`config.mk`:
```
export PLATFORM = sky130hd
export DESIGN_NAME = serial_irq_edge_ctrl
export DESIGN_NICKNAME = d
export VERILOG_FILES = /design/src/rtl/serint_pkg.sv /design/src/rtl/serint_flag_or.sv /design/src/rtl/serint_edge_cell.sv /design/src/rtl/serint_irq_merge.sv /design/src/rtl/serial_irq_edge_ctrl.sv
export SDC_FILE = /design/constraint.sdc
export NUM_CORES = 1
export LEC_CHECK = 0
export ABC_AREA = 1
export BUFFER_PORTS_ARGS = -buffer_cell sky130_fd_sc_hd__buf_4
export CAP_MARGIN = 20
export CORE_MARGIN = 2
export CORE_UTILIZATION = 25
export CTS_BUF_LIST = sky130_fd_sc_hd__clkbuf_4
export CTS_CLUSTER_DIAMETER = 30
export DETAILED_ROUTE_END_ITERATION = 6
export GPL_ROUTABILITY_DRIVEN = 0
export PLACE_DENSITY = 0.64
export SKIP_CTS_REPAIR_TIMING = 1
export SYNTH_ARGS = -nofsm -noshare
export SYNTH_HDL_FRONTEND = slang
export SYNTH_HIERARCHICAL = 1
export SYNTH_SLANG_ARGS = --single-unit
```
`constraint.sdc`:
```
create_clock -name clk_i -period 2.2 [get_ports clk_i]
set_clock_uncertainty 0.1 [all_clocks]
set_input_delay 0.44 -clock clk_i [delete_from_list [all_inputs] [get_ports clk_i]]
set_output_delay 0.44 -clock clk_i [all_outputs]
set_load 0.005 [all_outputs]
```
`src/rtl/serint_pkg.sv`:
```
package serint_pkg;

    localparam int NUM_CH      = 4;
    localparam int CH_RX_NORM  = 0;
    localparam int CH_RX_ERR   = 1;
    localparam int CH_TX_NORM  = 2;
    localparam int CH_TX_ERR   = 3;

    // Per-channel registered state: last sampled flag level and request latch.
    typedef struct packed {
        logic flag_q;
        logic pend_q;
    } cell_state_t;

endpackage

```
`src/rtl/serint_flag_or.sv`:
```
module serint_flag_or #(
    parameter int NUM_CH       = 4,
    parameter int FLAGS_PER_CH = 2,
    localparam int FLAG_W      = NUM_CH * FLAGS_PER_CH
) (
    input  logic [FLAG_W-1:0] flag_i,
    output logic [NUM_CH-1:0] level_o
);

    // One reduction per channel over its own slice of flag bits.
    for (genvar ch = 0; ch < NUM_CH; ch++) begin : g_or
        assign level_o[ch] = |flag_i[ch*FLAGS_PER_CH +: FLAGS_PER_CH];
    end

endmodule

```
`src/rtl/serint_edge_cell.sv`:
```
module serint_edge_cell
    import serint_pkg::*;
(
    input  logic clk_i,
    input  logic rst_ni,
    input  logic level_i,
    input  logic enable_i,
    input  logic ack_i,
    output logic pend_o
);

    cell_state_t state_d, state_q;
    logic        rise;

    always_comb begin
        state_d        = state_q;
        rise           = level_i & ~state_q.flag_q;
        state_d.flag_q = level_i;
        if (!enable_i) begin
            state_d.pend_q = 1'b0;
        end else if (rise) begin
            state_d.pend_q = 1'b1;
        end else if (ack_i) begin
            state_d.pend_q = 1'b0;
        end
    end

    // The flag history resets high so that a flag already set at reset release is not an edge.
    always_ff @(posedge clk_i or negedge rst_ni) begin
        if (!rst_ni) begin
            state_q.flag_q <= 1'b1;
            state_q.pend_q <= 1'b0;
        end else begin
            state_q <= state_d;
        end
    end

    assign pend_o = state_q.pend_q;

    assert_capture_R1: assert property (@(posedge clk_i) disable iff (!rst_ni)
        (level_i && !state_q.flag_q && enable_i) |=> pend_o);

    assert_no_stale_R3: assert property (@(posedge clk_i) disable iff (!rst_ni)
        $rose(pend_o) |-> ($past(enable_i) && $past(level_i)));

    assert_hold_R4: assert property (@(posedge clk_i) disable iff (!rst_ni)
        (pend_o && !ack_i && enable_i) |=> pend_o);

    assert_edge_beats_ack_R5: assert property (@(posedge clk_i) disable iff (!rst_ni)
        (ack_i && enable_i && level_i && !state_q.flag_q) |=> pend_o);

    assert_disable_clears_R6: assert property (@(posedge clk_i) disable iff (!rst_ni)
        !enable_i |=> !pend_o);

    assert_level_no_retrigger_R2: assert property (@(posedge clk_i) disable iff (!rst_ni)
        (!pend_o && $past(level_i) && level_i) |=> !pend_o);

endmodule

```
`src/rtl/serint_irq_merge.sv`:
```
module serint_irq_merge #(
    parameter int NUM_CH = 4
) (
    input  logic              clk_i,
    input  logic              rst_ni,
    input  logic [NUM_CH-1:0] pend_i,
    input  logic [NUM_CH-1:0] mask_i,
    output logic              irq_o
);

    logic [NUM_CH-1:0] gated;

    always_comb begin
        gated = pend_i & mask_i;
        irq_o = |gated;
    end

    assert_masked_quiet_R7: assert property (@(posedge clk_i) disable iff (!rst_ni)
        (mask_i == '0) |-> !irq_o);

    assert_unmasked_fires_R7: assert property (@(posedge clk_i) disable iff (!rst_ni)
        (pend_i[0] && mask_i[0]) |-> irq_o);

endmodule

```
`src/rtl/serial_irq_edge_ctrl.sv`:
```
module serial_irq_edge_ctrl
    import serint_pkg::*;
#(
    parameter int FLAGS_PER_CH = 2,
    localparam int FLAG_W      = NUM_CH * FLAGS_PER_CH
) (
    input  logic              clk_i,
    input  logic              rst_ni,
    input  logic [FLAG_W-1:0] flag_i,
    input  logic [NUM_CH-1:0] enable_i,
    input  logic [NUM_CH-1:0] mask_i,
    input  logic [NUM_CH-1:0] ack_i,
    output logic [NUM_CH-1:0] pending_o,
    output logic              irq_o,
    output logic              rx_ready_o,
    output logic              tx_ready_o
);

    logic [NUM_CH-1:0] level;

    serint_flag_or #(
        .NUM_CH       (NUM_CH),
        .FLAGS_PER_CH (FLAGS_PER_CH)
    ) u_flag_or (
        .flag_i  (flag_i),
        .level_o (level)
    );

    for (genvar ch = 0; ch < NUM_CH; ch++) begin : g_cell
        serint_edge_cell u_cell (
            .clk_i    (clk_i),
            .rst_ni   (rst_ni),
            .level_i  (level[ch]),
            .enable_i (enable_i[ch]),
            .ack_i    (ack_i[ch]),
            .pend_o   (pending_o[ch])
        );
    end

    serint_irq_merge #(
        .NUM_CH (NUM_CH)
    ) u_merge (
        .clk_i  (clk_i),
        .rst_ni (rst_ni),
        .pend_i (pending_o),
        .mask_i (mask_i),
        .irq_o  (irq_o)
    );

    // Level outputs for a data mover; independent of the interrupt enables.
    assign rx_ready_o = level[CH_RX_NORM];
    assign tx_ready_o = level[CH_TX_NORM];

    assert_reset_quiet_R9: assert property (@(posedge clk_i)
        !rst_ni |-> (pending_o == '0 && !irq_o));

endmodule

```
==> impl_results.md <==
* Final design utilization at 44.1%
* Root Driver: clkbuf_4
* FF-to-FF End: g_cell[2].u_cell/pend_o
* DRC viols at 0
* Mapped Cells at 53
* Port bufs at 28
* Warnings from Yosys at 6
* Status: finished, final reports clean
* CTS tree: built
* Fin crit share at 68.6%
* Average cell area after synthesis at 7.44 um^2
* Global route overflow at 0
* Vias at 382
* Die area at ~1900 um^2
* Slew Viols, Final at 0
* Hold Fails Final Rpt at 0
* Die width at roughly 44 um
* Leakage at 0.417 nW
* N_diodes at 0
* Synth cell types at 5
* Register area share after synthesis at 52.1%
* Share of layout cells above drive strength 1 at a little under half
* Synth-to-Final Area Change at 66.7%
* Syn_nets at 75
* Crit Path Max Fanout at 3
* First-pass GRT wire length at 1440 um
* Sinks on Clock Net at 8
* Startpoint types: flop
* Maximum vdd drop at 178 uV
* Length in cells of the worst reg-to-reg path at 3
* Final wirelength at 769 um
* Clock transition at path regs at roughly 0.06 ns
* Max Clk Rate at about 660 MHz
* CTS Buf Count at 3
* Detailed Route Iter0 Violations at 1
* H-tree levels at 1
* Max Cap Viol at 0
* Starting density of the core at 26.5%
* Power per cell area at 509 nW/um^2
* Final setup TNS at 0 ns
* R2r setup slk at 1.34 ns
* Row cnt at 14
* Yosys reg bits at 8
* Tightest Pin Transition at 0.112 ns
* Unrepaired setup endpoints after global routing: no
* Vias in the first global route at approximately 380
* Die height at about 44 um
* Placed cell area at 624 um^2
* Final nets at 109
* Final ANT Viol Nets at 0
* WHS Endpoint: g_cell[3].u_cell/state_q[1]
* HP Start: flag_i[7]
* Largest net degree at the start of global routing at 9
* Hold path cells at 3
* Via-to-Cell Ratio at 3.78
* Post-route cell area at 657 um^2
* Most common cell after layout, fill and taps aside: buf_4
* Synthesized area at 394 um^2
* Critical path data arrival time at 0.97 ns
* First-pass iteration count of the detailed router at 3
* Final setup fails at 0
* I/O pin total at 29
* GRT Total Usage at 10.3%
* Worst Hold Class: input port to flop
* Path type of the worst setup path: flop to output port
* Final HPWL DP at 648 um
* Clk Latency, worst-skew pair at about 0.25 ns
* WP data required at 1.66 ns
* Clock buffer depth at 2
* R2r startpoint: g_cell[2].u_cell/state_q[1]
* Commonest cells after routing, fill and taps aside: buf_4 (28), inv_1 (22), nand2_1 (19)
* Routed len/inst at 7.61 um
* Antenna violations before repair at 0
* CP Capture Type: output port
* Post-layout min period at between 1.5 and 2 ns
* Max_slew headroom at 92.6%
* Core Footprint at between 1000 and 1500 um^2
[Yosys cell counts]
| master | instances | area [um^2] |
|---|---|---|
| inv_1 | 22 | 82.6 |
| nand2_1 | 19 | 71.3 |
| a21oi_2 | 4 | 35.0 |
| dfrtp_1 | 4 | 100 |
| dfstp_2 | 4 | 105 |
[flip-flops by register name, summed over array words and instances (netlist names)]
register / flops
g_cell.u_cell/state_q: 4
g_cell.u_cell/pend_o: 4
[power by group]
part / internal (mW) / leakage [nW] / switching, mW
registers: 0.157 / 0.0961 / 0.00360
clock network: 0.0622 / 0.0138 / 0.0469
logic: 0.0409 / 0.307 / 0.0230
total: 0.261 / 0.417 / 0.0736
[per-layer routing]
layer,track usage [%],share of wire (%),wire length (um),vias up
met1,12.3,39,298,159
met4,7.27,0,0,0
met5,0,0,0,-
met2,15.9,50,387,15
li1,-,-,-,208
met3,2.92,11,83,0
[final cells by class]
class                           instances  area (um^2)
Fill cell                             159          832
Clock buffer                            3         22.5
Tap cell                               16         20.0
Multi-Input combinational cell         23          106
Sequential cell                         8          205
Timing Repair Buffer                   29          220
Inverter                               22         82.6
[critical path, cell delays in order (launching register included)]
cell     delay [ns]
dfrtp_1        0.39
nand2_1        0.07
nand2_1        0.05
inv_1          0.05
nand2_1        0.04
buf_4          0.12
[cell families after synthesis]
logic type / after synthesis / synth area share [%]
AND/OR/NAND/NOR: 19 / 18.1
flip-flops: 8 / 52.1
AO/OA/AOI/OAI: 4 / 8.89
buffers and inverters: 22 / 21.0
[metrics by stage]
step	std cells	power [mW]	hold WS (ns)	setup slack, ns
floorplan	53	0.183	0.0444	1.05
global placement	97	0.226	0.165	0.818
detailed placement	97	0.227	0.165	0.803
CTS	100	0.341	-0.105	0.676
global route	101	0.358	0.305	0.593
finish	101	0.334	0.295	0.691
[how the worst max path moves through the flow]
stage                                  from     to  slack (ns)  cells after the start
floorplan                         mask_i[0]  irq_o        1.05                      4
global placement                  mask_i[3]  irq_o        0.82                      6
detailed placement                mask_i[0]  irq_o        0.80                      6
CTS                 g_cell[1].u_cell/pend_o  irq_o        0.68                      5
global route        g_cell[0].u_cell/pend_o  irq_o        0.59                      5
finish              g_cell[1].u_cell/pend_o  irq_o        0.69                      5
(Power assumes the default switching activity.)
